==> config.mk <==
export PLATFORM = sky130hd
export DESIGN_NAME = gpio_toggle_port
export DESIGN_NICKNAME = d
export VERILOG_FILES = /design/src/rtl/gpio_pkg.sv /design/src/rtl/gpio_regs.sv /design/src/rtl/gpio_sync.sv /design/src/rtl/gpio_pin_cell.sv /design/src/rtl/gpio_toggle_port.sv
export SDC_FILE = /design/constraint.sdc
export NUM_CORES = 1
export LEC_CHECK = 0
export BUFFER_PORTS_ARGS = -buffer_cell sky130_fd_sc_hd__buf_2
export CORE_MARGIN = 2
export CORE_UTILIZATION = 48
export CTS_CLUSTER_SIZE = 24
export DETAILED_ROUTE_END_ITERATION = 8
export PLACE_DENSITY = 0.89
export SLEW_MARGIN = 20
export SYNTH_ARGS = -nofsm -noshare
export SYNTH_HDL_FRONTEND = slang
export SYNTH_SLANG_ARGS = --single-unit
==> constraint.sdc <==
create_clock -name clk -period 1.4 [get_ports clk]
set_input_delay 0.21 -clock clk [delete_from_list [all_inputs] [get_ports clk]]
set_output_delay 0.21 -clock clk [all_outputs]
set_load 0.03 [all_outputs]
==> src/rtl/gpio_pkg.sv <==
package gpio_pkg;
  typedef enum logic [1:0] {
    REG_LEVEL = 2'd0,
    REG_DRIVE = 2'd1,
    REG_PADS  = 2'd2,
    REG_NONE  = 2'd3
  } gpio_addr_e;
endpackage

==> src/rtl/gpio_regs.sv <==
module gpio_regs
  import gpio_pkg::*;
#(
  parameter int N = 8
) (
  input  logic         clk,
  input  logic         rst_n,
  input  logic         wr,
  input  logic [1:0]   addr,
  input  logic [N-1:0] wdata,
  output logic [N-1:0] level_q,
  output logic [N-1:0] drive_q
);
  always_ff @(posedge clk or negedge rst_n) begin
    if (!rst_n) begin
      level_q <= '0;
      drive_q <= '0;
    end else if (wr) begin
      case (gpio_addr_e'(addr))
        REG_LEVEL: level_q <= wdata;
        REG_DRIVE: drive_q <= wdata;
        REG_PADS:  level_q <= level_q ^ wdata;
        default:   ;
      endcase
    end
  end

  // a write to the pad view flips exactly the bits written as one
  assert_toggle_flip_R3: assert property (@(posedge clk) disable iff (!rst_n)
    (wr && addr == REG_PADS) |=> (level_q == ($past(level_q) ^ $past(wdata))));

  // a write to the pad view leaves the drive-enable register alone
  assert_pads_keep_drive_R4: assert property (@(posedge clk) disable iff (!rst_n)
    (wr && addr == REG_PADS) |=> $stable(drive_q));

  // with no write strobe, both registers hold
  assert_idle_hold_R2: assert property (@(posedge clk) disable iff (!rst_n)
    !wr |=> ($stable(level_q) && $stable(drive_q)));
endmodule

==> src/rtl/gpio_sync.sv <==
module gpio_sync #(
  parameter int N      = 8,
  parameter int STAGES = 2
) (
  input  logic         clk,
  input  logic         rst_n,
  input  logic [N-1:0] din,
  output logic [N-1:0] dout
);
  logic [N-1:0] stg [STAGES];

  always_ff @(posedge clk or negedge rst_n) begin
    if (!rst_n) begin
      for (int s = 0; s < STAGES; s++) stg[s] <= '0;
    end else begin
      stg[0] <= din;
      for (int s = 1; s < STAGES; s++) stg[s] <= stg[s-1];
    end
  end

  assign dout = stg[STAGES-1];

  generate
    if (STAGES == 2) begin : g_lat_chk
      logic [1:0] since_rst;
      always_ff @(posedge clk or negedge rst_n) begin
        if (!rst_n) since_rst <= '0;
        else if (since_rst != 2'd3) since_rst <= since_rst + 2'd1;
      end
      // the pad view equals the pad level from two edges earlier
      assert_sync_latency_R8: assert property (@(posedge clk) disable iff (!rst_n)
        (since_rst >= 2'd2) |-> (dout == $past(din, 2)));
    end
  endgenerate
endmodule

==> src/rtl/gpio_pin_cell.sv <==
module gpio_pin_cell (
  input  logic level,
  input  logic drive,
  input  logic pud,
  input  logic ov_en,
  input  logic ov_dir,
  input  logic ov_val,
  output logic out,
  output logic oe,
  output logic pu
);
  logic eff_dir, eff_val;

  always_comb begin
    eff_dir = ov_en ? ov_dir : drive;
    eff_val = ov_en ? ov_val : level;
    out     = eff_val;
    oe      = eff_dir;
    pu      = !eff_dir && eff_val && !pud;
  end
endmodule

==> src/rtl/gpio_toggle_port.sv <==
module gpio_toggle_port
  import gpio_pkg::*;
#(
  parameter int NUM_PINS    = 8,
  parameter int SYNC_STAGES = 2
) (
  input  logic                clk,
  input  logic                rst_n,
  input  logic [1:0]          bus_addr,
  input  logic                bus_wr,
  input  logic [NUM_PINS-1:0] bus_wdata,
  output logic [NUM_PINS-1:0] bus_rdata,
  input  logic                pullup_disable,
  input  logic [NUM_PINS-1:0] alt_en,
  input  logic [NUM_PINS-1:0] alt_dir,
  input  logic [NUM_PINS-1:0] alt_val,
  input  logic [NUM_PINS-1:0] pad_in,
  output logic [NUM_PINS-1:0] pad_out,
  output logic [NUM_PINS-1:0] pad_oe,
  output logic [NUM_PINS-1:0] pad_pu
);
  logic [NUM_PINS-1:0] level_q, drive_q, pads_sync;

  gpio_regs #(.N(NUM_PINS)) u_regs (
    .clk(clk), .rst_n(rst_n), .wr(bus_wr), .addr(bus_addr),
    .wdata(bus_wdata), .level_q(level_q), .drive_q(drive_q)
  );

  gpio_sync #(.N(NUM_PINS), .STAGES(SYNC_STAGES)) u_sync (
    .clk(clk), .rst_n(rst_n), .din(pad_in), .dout(pads_sync)
  );

  for (genvar i = 0; i < NUM_PINS; i++) begin : g_pin
    gpio_pin_cell u_cell (
      .level(level_q[i]), .drive(drive_q[i]), .pud(pullup_disable),
      .ov_en(alt_en[i]), .ov_dir(alt_dir[i]), .ov_val(alt_val[i]),
      .out(pad_out[i]), .oe(pad_oe[i]), .pu(pad_pu[i])
    );
  end

  always_comb begin
    case (gpio_addr_e'(bus_addr))
      REG_LEVEL: bus_rdata = level_q;
      REG_DRIVE: bus_rdata = drive_q;
      REG_PADS:  bus_rdata = pads_sync;
      default:   bus_rdata = '0;
    endcase
  end

  // the global kill silences every pull-up
  assert_pud_kills_all_R7: assert property (@(posedge clk) disable iff (!rst_n)
    pullup_disable |-> (pad_pu == '0));

  // a driven pin never also has its pull-up on
  assert_no_pull_when_driven_R6: assert property (@(posedge clk) disable iff (!rst_n)
    ((pad_oe & pad_pu) == '0));

  // non-overridden pins follow the stored registers
  assert_plain_pins_follow_R9: assert property (@(posedge clk) disable iff (!rst_n)
    (((pad_oe ^ drive_q) & ~alt_en) == '0));
endmodule

==> results of run 1 <==
==> flip-flops by register name (all words and copies together), names as in the netlist <==
| register | cells |
|---|---|
| u_regs.drive_q | 8 |
| u_regs.level_q | 8 |
| u_sync.dout | 8 |
| u_sync.stg | 8 |
==> power groups by stage <==
stage | sequential (uW) | clock, uW | combinational (uW)
after floorplan | 1120 | 0 | 705
after global placement | 1100 | 0 | 995
after detailed placement | 1100 | 0 | 1010
after CTS | 1100 | 721 | 1260
after global routing | 1120 | 776 | 1440
final | 1110 | 717 | 1360
==> area by class of cell <==
cell class | count | area (um^2) | share of cell area
Clock buffer | 8 | 90.1 | 0.0335
Inverter | 2 | 7.51 | 0.00279
Multi-Input combinational cell | 107 | 912 | 0.339
Sequential cell | 32 | 801 | 0.298
Tap cell | 48 | 60.1 | 0.0223
Timing Repair Buffer | 103 | 820 | 0.305
==> per-layer routing <==
metal / share of wire / track usage
met1: 0.38 / 0.228
met3: 0.060 / 0.0562
met2: 0.55 / 0.395
met4: 0.0065 / 0.0485
met5: 0 / 0
==> worst paths after layout <==
check / start / endpoint / slack (ns)
worst max-delay path: u_regs.drive_q[3] / pad_pu[3] / -0.16
worst min-delay path: pad_in[6] / u_sync.stg[14] / 0.04
worst max register to register: u_regs.level_q[5] / u_regs.level_q[5] / 0.36
worst min register to register: u_sync.stg[9] / u_sync.dout[1] / 0.34
max in group asynchronous: rst_n / u_regs.level_q[5] / 0.44
min in group asynchronous: rst_n / u_sync.stg[14] / 0.51
==> placed cells by master (no fill, tap or decap), types with 8 or more instances in the layout <==
cell and instances:
a21oi_2 8, mux2_4 18, dfrtp_1 32, buf_6 39
buf_4 16, nand2_1 8, buf_2 46, nand3b_1 8
a21oi_1 14, mux2i_1 8
==> logic make-up after synthesis <==
| logic type | Yosys count |
|---|---|
| buffers and inverters | 33 |
| AO/OA/AOI/OAI | 40 |
| flip-flops | 32 |
| AND/OR/NAND/NOR | 36 |
| multiplexers | 31 |
==> critical path: cells and delay by family, from the launching register on <==
kind	cells	cell delay, ns
AO/OA/AOI/OAI	1	0.15
AND/OR/NAND/NOR	1	0.39
flip-flops	1	0.40
buffers and inverters	1	0.14
==> stage by stage <==
stage	instances	utilization	setup TNS [ns]
after global routing	300	0.729	-2.46
after global placement	285	0.603	0
after floorplan	172	-	0
after detailed placement	285	0.603	0
after CTS	297	0.707	-1.14
final	300	0.729	-1.40
==> timing repair <==
action | 4_1_cts | 5_1_grt
resized for setup | 80 | 29
endpoints found under the setup margin | 24 | 30
pin swaps | 17 | 3
hold buffers | 1 | 0
buffers inserted | 4 | 7
hold endpoints to repair | 32 | 0
==> results.toml, run 1 <==
[run_status]
outcome = "finished, violations left"
violations = "setup timing"

[placed_design]
dp_hpwl_mm = 2.77
port_buffers = 77
place_area_mm2 = 0.00223
pre_cts_ws_ns = 0.0247
routabilityCongestion = 0.748

[logic_synthesis]
post-synth-top-count-cell = "dfrtp_1"
ys_ff_latch = 32
muxShareOfSynthArea = 0.200
synth_adder_area_share = 0
synth_simple_gate_area_frac = 0.131
synthTopCellsByArea = "dfrtp_1 (43%), buf_4 (10%), mux2_2 (9.1%)"
synth_top_family_by_area = "multiplexers"
syn_nets = 218
synth_xor_area_frac = 0
synth.avg_cell_area_um2 = 10.7
synth.largest_area_cell = "dfrtp_1"
yosysSeqAreaShare = 0.434
synth_cell_types = 21
synth_compound_area_frac = 0.111
synth_top_area_share = 0.434
ys_warn_count = 0
synth_edf_count = 0
synthArstFlopShare = 1.00
synth_ff_type = "dfrtp_1"
synth_area_mm2 = 0.00185
synth_common_cells = "dfrtp_1 (32), buf_4 (25), a21oi_1 (22), o21ai_0 (16), mux2_2 (15)"
synthCells = 172

[grt]
grt_max_degree = 33
grt-ovfl-total = 0
antenna_found_initial = 0
grt_first_pass_wirelength_mm = 6.73
grt.total_usage = 0.208
grt_pass1_vias = 1514

[power_and_ir_drop]
p_sw_frac = 0.322
powerDensity_mw_per_mm2 = 1180
internal_power_uw = 2160
clkPwrFrac = 0.226
p_sw_uw = 1020
pwr-share-seq = 0.348
comb_power_share = 0.426
p_leak_uw = 0.00130
ir_worst_vdd_v = 0.000750
power.total_uw = 3180

[clock_network]
cts.path.max_buffers = 2
cts_tree = "yes"
insertion_delay_ns = 0.28
path_clk_slew_ns = 0.07
htree_levels = 2
cts_made_buffers = 5
clock_sink_count = 32
cts_root_buf = "clkbuf_8"

[routing]
first_pass_iters = 4
vias_per_cell = 5.26
wl_per_cell_um = 14.8
dr_total_vias = 1579
ant_nets = 0
drc = 0
routed_wl_mm = 4.45
drtIter0Drc = 44

[layout]
fill_cells = 260
diodes = 0
nets = 297
final_area_mm2 = 0.00269
drive_above_1_share = 0.603
areaGrowthSynthToFinish_pct = 45.7

[critical_path]
worstPathRequired_ns = 1.19
cp_max_fo = 2
worstSetupPathType = "register to output pin"
r2r_cells = 4
worstPathArrival_ns = 1.35
path_cells = "or3b_4 > a21oi_2 > buf_6"
slowest_delay_ns = 0.40
crit_slowest_cell = "dfrtp_1"
crit_path_end_kind = "output pin"
worstSetupStartpointType = "register"

[floorplanning]
io_pins = 78
die_w_um = 66.0
dieHeight_um = 66.0
num_rows = 22
coreArea_mm2 = 0.00369
dieArea_mm2 = 0.00436
start_util = 0.501

[sta]
hold_viol = 0
clock.fmax_ghz = 0.640
maxSlewHeadroom = 0.536
setup_viol = 24
layout_min_cycle_time_ns = 1.56
finalMaxSlewViolations = 0
worstMarginPinSlew_ns = 0.696
hold_slack_ns = 0.0351
fin_skew_ns = 0.00689
worst_slack_ns = -0.163
fin_crit_sh = 1.12
rsz0062_at_grt = "yes"

[worst_hold_path]
whs_path_depth = 1
hp-class = "input port to register"

[run]
max_cap_violations = 0
Power figures use the tool's default switching activity.
==> inputs of run 2 (changes only) <==
Settings changed: BUFFER_PORTS_ARGS -buffer_cell sky130_fd_sc_hd__buf_2 to not set, CORE_UTILIZATION 48 to 60, DONT_BUFFER_PORTS set to 1, PLACE_DENSITY 0.89 to 0.85.
==> results.toml, run 2 (synthesis results as in run 1) <==
[run_status]
outcome = "finished, violations left"
violations = "setup timing"

[grt]
grt_pass1_vias = 1503
grt_first_pass_wirelength_mm = 6.60
grt.total_usage = 0.260
grt-ovfl-total = 0
grt_max_degree = 33
antenna_found_initial = 0

[clock_network]
cts_tree = "yes"
cts_root_buf = "clkbuf_4"
clock_sink_count = 32
cts.path.max_buffers = 2
htree_levels = 2
path_clk_slew_ns = 0.10
cts_made_buffers = 5
insertion_delay_ns = 0.33

[sta]
maxSlewHeadroom = 0.733
hold_viol = 0
clock.fmax_ghz = 0.609
fin_skew_ns = 0.0161
worstMarginPinSlew_ns = 0.399
fin_crit_sh = 1.17
finalMaxSlewViolations = 0
rsz0062_at_grt = "yes"
layout_min_cycle_time_ns = 1.64
setup_viol = 20
worst_slack_ns = -0.242

[routing]
vias_per_cell = 6.02
routed_wl_mm = 4.58
drc = 0
dr_total_vias = 1452
wl_met3_um = 223
top_signal_layer_used = "met4"
wl_per_cell_um = 19.0
ant_nets = 0
first_pass_iters = 4
m1WireLength_mm = 1.65
dr_wl_met2_mm = 2.59
drtIter0Drc = 46

[floorplanning]
io_pins = 78
start_util = 0.620
dieHeight_um = 59.5
num_rows = 20
dieArea_mm2 = 0.00354
coreArea_mm2 = 0.00298
die_w_um = 59.5

[layout]
final_util = 0.840
instances_no_fill = 241
areaGrowthSynthToFinish_pct = 35.5
diodes = 0
drive_above_1_share = 0.490
final_area_mm2 = 0.00250
layout_common_cells = "dfrtp_1 (32), buf_6 (26), mux2_4 (23)"
fill_cells = 155
nets = 253
layout_commonest_cell = "dfrtp_1"

[placed_design]
pre_cts_ws_ns = 0.0115
dp_hpwl_mm = 2.86
place_area_mm2 = 0.00191
port_buffers = 0
dp.cells = 206
routabilityCongestion = 0.785

[critical_path]
worstSetupPathType = "register to output pin"
worstSetupStartpointType = "register"
rrSetupSlack_ns = 0.28
cp_max_fo = 2
crit_path_end_kind = "output pin"
worstPathArrival_ns = 1.43
worstPathRequired_ns = 1.19

[power_and_ir_drop]
powerDensity_mw_per_mm2 = 1210
p_leak_uw = 0.00113
power.total_uw = 3030
ir_worst_vdd_v = 0.000870

[run]
max_cap_violations = 0

[worst_hold_path]
hp-class = "input port to register"
-- run 2: cell types whose count changed in the layout (fill, tap and decap cells not counted), sizes merged --
cell | before | now
bufinv | 0 | 1
dlygate4sd3 | 1 | 15
clkinv | 0 | 1
clkbuf | 8 | 6
buf | 102 | 44
-- run 2: worst max-delay path, cell delays in order (launching register included) --
cell	delay, ns
dfrtp_1	0.41
or3b_4	0.38
a21oi_2	0.16
buf_6	0.15
-- run 2: per-stage QoR --
step                      TNS [ns]  hold slack [ns]
after CTS                    -2.42          0.00495
after detailed placement         0          -0.0848
final                        -2.20           0.0348
after global routing         -3.72          0.00578
after global placement           0          -0.0847
after floorplan                  0          -0.0856
-- run 2: routing by layer --
| metal | up-vias | GRT usage |
|---|---|---|
| li1 | 660 | - |
| met1 | 714 | 0.279 |
| met2 | 63 | 0.466 |
| met3 | 15 | 0.0808 |
| met4 | 0 | 0.110 |
| met5 | - | 0 |
-- run 2: power breakdown --
part           leakage (uW)  internal (uW)  switching, uW
Sequential         0.000372           1040           74.2
Clock             0.0000422            374            306
Combinational      0.000715            651            583
-- run 2: what timing repair did --
| item | 4_1_cts | 5_1_grt |
|---|---|---|
| endpoints found under the setup margin | 29 | 32 |
| pin swaps | 21 | 7 |
| hold endpoints to repair | 40 | 6 |
| hold buffers | 10 | 6 |
| gates resized for setup | 56 | 22 |
| buffers inserted | 10 | 8 |
-- run 2: worst paths after layout --
| kind | depth (start not counted) | start | to |
|---|---|---|---|
| worst max-delay path | 3 | u_regs.drive_q[1] | pad_pu[1] |
| worst min-delay path | 1 | bus_wdata[6] | u_regs.drive_q[6] |
| worst max register to register | 6 | u_regs.level_q[7] | u_regs.level_q[7] |
| worst min register to register | 0 | u_sync.stg[15] | u_sync.dout[7] |
| max in group asynchronous | 2 | rst_n | u_regs.level_q[5] |
| min in group asynchronous | 2 | rst_n | u_sync.dout[7] |
-- run 2: cell type report --
cell class	count	area [um^2]	share of cell area
multi-input cells	107	986	0.394
flip-flops and latches	32	801	0.320
repair buffers	59	591	0.236
clock buffers	6	41.3	0.0165
well taps	33	41.3	0.0165
clock inverters	2	35.0	0.0140
inverters	2	7.51	0.00300
==> inputs of run 3 (changes only) <==
Settings changed: ABC_AREA set to 1, ABC_CLOCK_PERIOD_IN_PS set to 1400, CORE_ASPECT_RATIO set to 2.
==> results.toml, run 3 <==
[critical_path]
crit_path_end_kind = "output pin"
r2r_end = "u_regs.drive_q[2]"
worstPathArrival_ns = 1.26
r2r_start = "u_regs.drive_q[2]"
worstPathRequired_ns = 1.19
worstSetupPathType = "register to output pin"
rrSetupSlack_ns = 0.52
cp_max_fo = 2
r2r_cells = 4
worstSetupStartpointType = "register"

[logic_synthesis]
synth_common_cells = "nand2_1 (73), inv_1 (43), dfrtp_1 (32), buf_4 (24), o21ai_0 (24)"
synth_area_mm2 = 0.00177
yosysSeqAreaShare = 0.454
post-synth-top-count-cell = "nand2_1"
synthCells = 236
synthArstFlopShare = 1.00
synth.avg_cell_area_um2 = 7.48
synth_cell_types = 13
synthTopCellsByArea = "dfrtp_1 (45%), nand2_1 (16%), buf_4 (10%)"
synth_edf_count = 0
synth_top_area_share = 0.454
synth.largest_area_cell = "dfrtp_1"
syn_nets = 282
ys_ff_latch = 32
ys_warn_count = 0
synth_ff_type = "dfrtp_1"

[floorplanning]
dieHeight_um = 80.7
start_util = 0.637
io_pins = 78
coreArea_mm2 = 0.00277
num_rows = 27
dieArea_mm2 = 0.00342
die_w_um = 42.4

[routing]
drc = 0
routed_wl_mm = 4.13
drtIter0Drc = 56
first_pass_iters = 4
dr_total_vias = 1563
vias_per_cell = 5.35
wl_per_cell_um = 14.1
ant_nets = 0

[sta]
maxSlewHeadroom = 0.771
setup_viol = 3
clock.fmax_ghz = 0.680
finalMaxSlewViolations = 0
fin_crit_sh = 1.05
fin_skew_ns = 0.00467
worstMarginPinSlew_ns = 0.342
worst_slack_ns = -0.0695
fin_setup_tns_ns = -0.0828
layout_min_cycle_time_ns = 1.47
rsz0062_at_grt = "yes"
hold_viol = 0

[power_and_ir_drop]
p_leak_uw = 0.00115
ir_worst_vdd_v = 0.000977
p_sw_frac = 0.341
clkPwrFrac = 0.269
internal_power_uw = 1740
powerDensity_mw_per_mm2 = 1230
p_sw_uw = 899
pwr-share-seq = 0.426
power.total_uw = 2630
comb_power_share = 0.304

[clock_network]
htree_levels = 2
cts.path.max_buffers = 2
clock_sink_count = 32
cts_tree = "yes"
cts_made_buffers = 5
cts_root_buf = "clkbuf_8"
insertion_delay_ns = 0.28
path_clk_slew_ns = 0.06

[grt]
antenna_found_initial = 0
grt_pass1_vias = 1352
grt_max_degree = 33
grt-ovfl-total = 0
grt_first_pass_wirelength_mm = 5.75
grt.total_usage = 0.224

[worst_hold_path]
hp-class = "input port to register"
holdCritStartpoint = "bus_wdata[6]"
whs_path_depth = 2
whs_endpoint = "u_regs.drive_q[6]"

[placed_design]
pre_cts_ws_ns = 0.268
routabilityCongestion = 0.729
port_buffers = 0
dp_hpwl_mm = 2.51

[layout]
diodes = 0
layout_common_cells = "nand2_1 (73), inv_1 (35), buf_4 (35)"
layout_commonest_cell = "nand2_1"
areaGrowthSynthToFinish_pct = 21.0
final_util = 0.771
nets = 308
drive_above_1_share = 0.266

[run_status]
violations = "setup timing"
outcome = "finished, violations left"

[run]
max_cap_violations = 0
-- run 3: final cells by class --
| type | instances | area, um^2 |
|---|---|---|
| flip-flops and latches | 32 | 801 |
| multi-input cells | 134 | 664 |
| fillers | 184 | 633 |
| repair buffers | 46 | 384 |
| inverters | 43 | 161 |
| clock buffers | 8 | 90.1 |
| well taps | 29 | 36.3 |
-- run 3: critical path, cell delays in order (launching register included) --
cell	delay, ns
dfrtp_1	0.39
inv_2	0.07
o21ai_2	0.06
nor3_1	0.25
buf_4	0.21
-- run 3: cells by family (layout without fill, tap and decap cells) --
kind of cell	Yosys count	in the layout	share of synthesized area
AO/OA/AOI/OAI	32	32	0.102
buffers and inverters	70	97	0.208
flip-flops	32	32	0.454
AND/OR/NAND/NOR	102	102	0.236
-- run 3: worst max-delay path by stage --
stage,slack [ns],startpoint,end,cells past startpoint
global route,-0.08,u_regs.level_q[4],pad_pu[4],3
global placement,0.31,bus_addr[1],bus_rdata[7],4
CTS,0.0006,u_regs.drive_q[5],pad_pu[5],4
finish,-0.07,u_regs.drive_q[4],pad_pu[4],4
detailed placement,0.27,u_regs.drive_q[2],pad_pu[2],4
floorplan,0.24,bus_addr[1],bus_rdata[0],3
-- run 3: power groups by stage --
stage	logic, uW	clock network, uW	registers, uW
6_report	802	710	1120
5_1_grt	873	761	1130
4_1_cts	705	722	1100
3_5_place_dp	632	0	1120
3_3_place_gp	619	0	1110
2_1_floorplan	586	0	1100
-- run 3: timing repair --
item                       4_1_cts  5_1_grt
resized for setup               13       28
setup endpoints to repair        6       16
hold buffers                    10        0
buffers inserted                 2        8
gates cloned                     0        0
hold endpoints to repair        40        0
pin swaps                        6        9
-- run 3: per-layer routing --
layer / vias to the layer above / track usage / wire length (um)
li1: 751 / - / -
met1: 712 / 0.234 / 1390
met2: 90 / 0.386 / 2290
met3: 10 / 0.0652 / 338
met4: 0 / 0.138 / 104
met5: - / 0 / 0
-- run 3: stage by stage --
stage | area (um^2) | std cells | hold WS [ns]
2_1_floorplan | 1770 | 236 | -0.0856
6_report | 2140 | 292 | 0.0973
4_1_cts | 2020 | 284 | 0.0946
5_1_grt | 2140 | 292 | 0.101
3_3_place_gp | 1790 | 264 | -0.0848
3_5_place_dp | 1790 | 264 | -0.0849
